File: config.mk
export PLATFORM = sky130hd
export DESIGN_NAME = src_handshake_ctrl
export DESIGN_NICKNAME = d
export VERILOG_FILES = /design/src/rtl/src_hs_pkg.sv /design/src/rtl/src_hs_sampler.sv /design/src/rtl/src_hs_fsm.sv /design/src/rtl/src_hs_tct.sv /design/src/rtl/src_handshake_ctrl.sv
export SDC_FILE = /design/constraint.sdc
export NUM_CORES = 1
export LEC_CHECK = 0
export BUFFER_PORTS_ARGS = -buffer_cell sky130_fd_sc_hd__buf_2
export CORE_MARGIN = 2
export CORE_UTILIZATION = 45
export CTS_CLUSTER_SIZE = 12
export DETAILED_ROUTE_END_ITERATION = 6
export PLACE_DENSITY = 0.77
export SYNTH_ARGS = -nofsm -noshare
export SYNTH_HDL_FRONTEND = slang
export SYNTH_SLANG_ARGS = --single-unit
File: constraint.sdc
create_clock -name clk_i -period 3.8 [get_ports clk_i]
set_clock_uncertainty 0.05 [all_clocks]
set_input_delay 0.57 -clock clk_i [delete_from_list [all_inputs] [get_ports clk_i]]
set_output_delay 0.57 -clock clk_i [all_outputs]
set_load 0.01 [all_outputs]
File: src/rtl/src_hs_pkg.sv
package src_hs_pkg;

    typedef enum logic [2:0] {
        SRC_IDLE  = 3'd0,
        SRC_GEN   = 3'd1,
        SRC_DLY   = 3'd2,
        SRC_XFER  = 3'd3,
        SRC_WAIT  = 3'd4,
        SRC_IWAIT = 3'd5
    } src_state_e;

    typedef struct packed {
        logic talker;
        logic atn;
        logic cats;
        logic rfd;
        logic dac;
        logic nba;
        logic tct_msg;
        logic acc_done;
    } hs_in_t;

    localparam int HS_IN_W = $bits(hs_in_t);

endpackage

File: src/rtl/src_hs_sampler.sv
module src_hs_sampler
    import src_hs_pkg::*;
#(
    parameter hs_in_t RST_VAL = '0
) (
    input  logic   clk_i,
    input  logic   rst_i,
    input  hs_in_t raw_i,
    output hs_in_t smp_o
);

    hs_in_t smp_d, smp_q;

    always_comb begin
        smp_d = raw_i;
        if (rst_i) begin
            smp_d = RST_VAL;
        end
    end

    // capture on the falling edge; the source state uses it on the rising edge
    always_ff @(negedge clk_i) begin
        smp_q <= smp_d;
    end

    assign smp_o = smp_q;

endmodule

File: src/rtl/src_hs_fsm.sv
module src_hs_fsm
    import src_hs_pkg::*;
#(
    parameter int SETTLE_CYC = 2
) (
    input  logic   clk_i,
    input  logic   rst_i,
    input  hs_in_t smp_i,
    output logic   dav_o,
    output logic   dcd_o
);

    localparam int CNT_W = (SETTLE_CYC < 2) ? 1 : $clog2(SETTLE_CYC + 1);
    localparam logic [CNT_W-1:0] CNT_LIM = CNT_W'(SETTLE_CYC - 1);
    localparam logic [CNT_W-1:0] CNT_MAX = {CNT_W{1'b1}};

    typedef struct packed {
        src_state_e       st;
        logic [CNT_W-1:0] cnt;
        logic             dav;
        logic             dcd;
    } fsm_t;

    fsm_t r_q, r_d;
    logic active;

    always_comb begin
        r_d    = r_q;
        active = (smp_i.talker & ~smp_i.atn) | smp_i.cats;

        unique case (r_q.st)
            SRC_IDLE: begin
                if (active) r_d.st = SRC_GEN;
            end
            SRC_GEN: begin
                if (!active)         r_d.st = SRC_IDLE;
                else if (!smp_i.nba) r_d.st = SRC_DLY;
            end
            SRC_DLY: begin
                if (!active)                           r_d.st = SRC_IWAIT;
                else if (smp_i.rfd && r_q.cnt >= CNT_LIM) r_d.st = SRC_XFER;
            end
            SRC_XFER: begin
                if (!active)        r_d.st = SRC_IWAIT;
                else if (smp_i.dac) r_d.st = smp_i.nba ? SRC_GEN : SRC_WAIT;
            end
            SRC_WAIT: begin
                if (!active)        r_d.st = SRC_IWAIT;
                else if (smp_i.nba) r_d.st = SRC_GEN;
            end
            SRC_IWAIT: begin
                if (active)         r_d.st = SRC_WAIT;
                else if (smp_i.nba) r_d.st = SRC_IDLE;
            end
            default: r_d.st = SRC_IDLE;
        endcase

        // settling counter runs only while the source stays in delay
        if (r_q.st == SRC_DLY && r_d.st == SRC_DLY) begin
            r_d.cnt = (r_q.cnt == CNT_MAX) ? r_q.cnt : r_q.cnt + 1'b1;
        end else begin
            r_d.cnt = '0;
        end

        r_d.dav = (r_d.st == SRC_XFER);
        r_d.dcd = (r_d.st == SRC_DLY) || (r_d.st == SRC_XFER) ||
                  (r_d.st == SRC_WAIT) || (r_d.st == SRC_IWAIT);

        if (rst_i) begin
            r_d = '{st: SRC_IDLE, cnt: '0, dav: 1'b0, dcd: 1'b0};
        end
    end

    always_ff @(posedge clk_i) begin
        r_q <= r_d;
    end

    assign dav_o = r_q.dav;
    assign dcd_o = r_q.dcd;

endmodule

File: src/rtl/src_hs_tct.sv
module src_hs_tct (
    input  logic clk_i,
    input  logic rst_i,
    input  logic tct_msg_i,
    input  logic acc_done_i,
    output logic tct_o
);

    logic tct_d, tct_q;

    always_comb begin
        tct_d = tct_msg_i & acc_done_i;
        if (rst_i) tct_d = 1'b0;
    end

    always_ff @(posedge clk_i) begin
        tct_q <= tct_d;
    end

    assign tct_o = tct_q;

endmodule

File: src/rtl/src_handshake_ctrl.sv
module src_handshake_ctrl
    import src_hs_pkg::*;
#(
    parameter int SETTLE_CYC = 2
) (
    input  logic clk_i,
    input  logic rst_i,
    input  logic talker_i,
    input  logic atn_i,
    input  logic cats_i,
    input  logic rfd_i,
    input  logic dac_i,
    input  logic nba_i,
    input  logic tct_msg_i,
    input  logic acc_done_i,
    output logic dav_o,
    output logic dcd_o,
    output logic tct_o
);

    localparam hs_in_t SMP_RST = '{talker: 1'b0, atn: 1'b0, cats: 1'b0, rfd: 1'b0,
                                   dac: 1'b0, nba: 1'b1, tct_msg: 1'b0, acc_done: 1'b0};

    hs_in_t raw, smp;

    assign raw = '{talker: talker_i, atn: atn_i, cats: cats_i, rfd: rfd_i,
                   dac: dac_i, nba: nba_i, tct_msg: tct_msg_i, acc_done: acc_done_i};

    src_hs_sampler #(.RST_VAL(SMP_RST)) u_smp (
        .clk_i (clk_i),
        .rst_i (rst_i),
        .raw_i (raw),
        .smp_o (smp)
    );

    src_hs_fsm #(.SETTLE_CYC(SETTLE_CYC)) u_fsm (
        .clk_i (clk_i),
        .rst_i (rst_i),
        .smp_i (smp),
        .dav_o (dav_o),
        .dcd_o (dcd_o)
    );

    src_hs_tct u_tct (
        .clk_i      (clk_i),
        .rst_i      (rst_i),
        .tct_msg_i  (smp.tct_msg),
        .acc_done_i (smp.acc_done),
        .tct_o      (tct_o)
    );

endmodule

### Yosys cells after proc, flatten, opt, wreduce, memory -nomap -nowiden

Cells that the tools add are included.

* register bits: 16
* word-level logic and storage cells: 50
* output and inout bits: 3
* input bits: 10

* add/subtract/negate cells: 1
* reduce and logical (&&, ||, !) cells: 7
* mux-type cells: 13
* $lt $le $gt $ge: 1
* equal/unequal tests: 10
* bitwise gates (word level): 5

Operator list (number)
* 2-to-1 mux 3 bit: 12
* one-hot mux 3 bit (6 select lines): 1
* == test 3 x 2 -> 1 bit (second input constant): 4
* == test 3 bit (second input constant): 4
* == test 3 x 1 -> 1 bit (second input constant): 1
* logical NOT 3 bit: 1
* logical OR 1 bit: 3
* adder 2 x 1 -> 2 bit (second input constant): 1
* AND 1 bit: 2
* == test 2 bit (second input constant): 1
* greater-or-equal comparator 2 x 1 -> 1 bit (second input constant): 1
* logical AND 1 bit: 2
* inverter 1 bit: 2
* OR reduction 2 bit: 1
* bitwise OR 1 bit: 1

### Logic depth before layout (Yosys ltp)

* word-level depth: 9
* gate-level depth with buffers: 6

### By module

A second synthesis with hierarchy kept.

* cell total of the unflattened synthesis: 70
* area, all modules: 726.9 sq um

Modules (own cells, without submodules)
* src_hs_fsm: instances 1, sequential area each 140.1 sq um, area an instance 484.2 sq um, cells an instance 51
* src_hs_sampler: instances 1, sequential area each 160.2 sq um, area an instance 214.0 sq um, cells an instance 17
* src_hs_tct: instances 1, sequential area each 20.0 sq um, area an instance 28.8 sq um, cells an instance 2

==> impl_metrics.tcl <==
set metrics [dict create \
    clock_insertion_delay_worst_skew_ps 340 \
    clk_pin_slew_worst_paths_ps 90 \
    placement.io_buffers 12 \
    floorplan.die_area_mm2 0.001907 \
    place.detailed.instances 96 \
    synth_xor_area_frac 0.01237 \
    tritoncts "built" \
    global_route.overflow_total 0 \
    postSynthNetCount 84 \
    synth_top_family_by_area "simple AND/OR/NAND/NOR gates" \
    post-layout-total-power_uw 324.7 \
    p_leak_uw 0.0003622 \
    timing.critical_path.from_type "register" \
    power.density_cell_area_mw_per_mm2 398.1 \
    cts_root_buffer "clkbuf_4" \
    diodes 0 \
    post_synth_instance_area_um2 708.2 \
    fin_nets 104 \
    synth_edf_count 0 \
    yosysWarnings 0 \
    syn-mean-instance-area_um2 9.836 \
    avgRoutedWirePerCell_um 10.86 \
    max-vdd-ir-drop_uv 236.2 \
    cts.path.max_buffers 2 \
    cts_repair_resize_count 0 \
    async_flop_share 0 \
    cell_internal_pwr_uw 238.3 \
    ys.flop_type "dfxtp_1" \
    synth.ff_latch_count 16 \
    report.final.setup_viol 0 \
    postRouteWirelength_um 1162 \
    numCtsBuffers 3 \
    buf_inv_on_cp 0 \
    gpl.final_weighted_congestion 0.7257 \
    final_core_util 0.5479 \
    critPathMaxFanout 5 \
    final_common_cell "dfxtp_1" \
    synth_area_leaders "dfxtp_1, nor2b_1, a21oi_1, ha_1, nand2b_1" \
    avgViaCountPerCell 5.065 \
    cp_data_required_time_ps 3920 \
    post_route_setup_tns_ps 0 \
    final_antenna_net_count 0 \
    slew_violations 0 \
    row_count 14 \
    net-switching-power_uw 86.41 \
    slew_headroom 0.6704 \
    critical-path-slowest-cell "a2111oi_1" \
    cts.sink_count 16 \
    synth.yosys.seq_area_share 0.4523 \
    final_layout_size_suffix_gt1_frac 0.2418 \
    number_of_global_route_vias_before_repair 537 \
    postSynthCellCount 72 \
    timing.hold.ws_ps 513.0 \
    worstSetupPathType "reg -> reg" \
    synth_mux_area_frac 0.01413 \
    io-pin-count 13 \
    synth_compound_area_frac 0.1502 \
    yosysUniqueCellTypes 32 \
    clkPwrFrac 0.376 \
    ctsHoldBuffers 0 \
    rsz0062_at_grt "no" \
    crit_arrival_ps 3400 \
    switching_share 0.2661 \
    antenna_violations_before_repair 0 \
    synthAdderAreaFrac 0.03534 \
    drt-initial-drc-count 1 \
    final_hold_viol_count 0 \
    drc 0 \
    status "finished, final reports clean" \
    worst_slew_pin_slew_ps 487.6 \
    synth_largest_area_cell "dfxtp_1" \
    mostFrequentLayoutCells "dfxtp_1, buf_2, nor2b_1, inv_1, a21oi_1" \
    critPathMaxStageDelay_ps 340 \
    comb_power_share 0.069 \
    worstPathCellList "nor2b_2, or2_1, a221oi_1, a2111oi_1" \
    start_util 0.4756 \
    maxCapViolations 0 \
    stdcell_count 107 \
    hpwl_um 864.2 \
    post-cts-setup-buffers 0 \
    share_seq_of_total_power 0.555 \
    dieWidth_um 43.67 \
    min_path_type "reg -> reg" \
    worst_setup_path_end_kind "register" \
    syn_to_final_growth_pct 15.19 \
    post_synth_and_or_nand_nor_area_fraction 0.2792 \
    grtUsageTotal 0.1571 \
    final.fill_count 137 \
    drt_first_pass_iters 2 \
    number_of_vias_in_the_routed_layout 542 \
    timing.critical_path.max_delay_family "compound AO/OA/AOI/OAI gates" \
    global_route_wire_length_before_repair_um 2214 \
    netlist.area_leader.share 0.4523 \
    design.core.area_mm2 0.001489 \
    grt_start_max_net_pins 14 \
    cts.htree.levels 1 \
    vert_die_dim_um 43.67 \
]
==> area by class of cell <==
cell class,instances,area [µm²],area share
flip-flops and latches,16,320.3,0.3926
inverters,3,11.26,0.01380
well taps,16,20.02,0.02454
clock buffers,4,26.28,0.03221
repair buffers,12,60.06,0.07362
clock inverters,8,30.03,0.03681
multi-input cells,48,347.8,0.4264
==> registers in the layout, summed over array words and instances (netlist names) <==
register,cells
u_smp.smp_o,8
u_fsm.r_q,5
u_fsm.dcd_o,1
u_tct.tct_o,1
u_fsm.dav_o,1
==> worst paths after layout <==
kind	to	cells after the start	start	slack (ps)
max	u_fsm.dcd_o$_SDFF_PP0_	4	u_smp.smp_o[7]$_SDFF_NP0_	520
min	u_fsm.r_q[3]$_SDFFE_PP0P_	2	u_fsm.r_q[3]$_SDFFE_PP0P_	510
max reg2reg	u_fsm.dcd_o$_SDFF_PP0_	4	u_smp.smp_o[7]$_SDFF_NP0_	520
min reg2reg	u_fsm.r_q[3]$_SDFFE_PP0P_	2	u_fsm.r_q[3]$_SDFFE_PP0P_	510
==> through the flow <==
stage	setup slack [ps]	cell area (µm²)
2_1_floorplan	647.5	708.2
3_3_place_gp	628.0	763.2
3_5_place_dp	587.9	763.2
4_1_cts	515.3	815.8
5_1_grt	364.1	815.8
6_report	518.4	815.8
==> worst min-delay path, cell delays in order (launching register included) <==
cell,delay (ps)
dfxtp_1,330
mux2i_1,130
nor4_1,60
==> layer usage <==
layer,vias up,share of wire,track usage
met2,14,0.50,0.2412
met5,-,0,0
met4,0,0.016,0.1091
met3,2,0.034,0.01250
met1,242,0.45,0.2078
li1,284,-,-
==> Yosys cell counts, drive strengths merged (2+ instances only) <==
| cell | n |
|---|---|
| or2 | 2 |
| buf | 3 |
| nor4 | 3 |
| ha | 2 |
| a21oi | 6 |
| nor2 | 3 |
| nand2 | 3 |
| nor4b | 2 |
| nand2b | 3 |
| nor3b | 2 |
| dfxtp | 16 |
| nor2b | 11 |
| inv | 4 |
==> power by group through the flow <==
| stage | sequential [µW] | clock [µW] | combinational (µW) |
|---|---|---|---|
| final | 180 | 122 | 22.4 |
| after global routing | 181 | 142 | 25.4 |
| after CTS | 180 | 129 | 22.8 |
| after detailed placement | 184 | 14.6 | 22.7 |
| after global placement | 183 | 14.6 | 21.9 |
| after floorplan | 180 | 14.6 | 18.0 |
==> cell families (layout without fill, tap and decap cells) <==
kind of cell               count (synthesis)  count (layout)
AOI/OAI and AO/OA                         14              14
muxes                                      1               1
xor gates and xnor gates                   1               1
adders and majority gates                  2               2
and+or+nand+nor                           30              30
DFF                                       16              16
buffers and inverters                      8              27
Power figures use the tool's default switching activity.
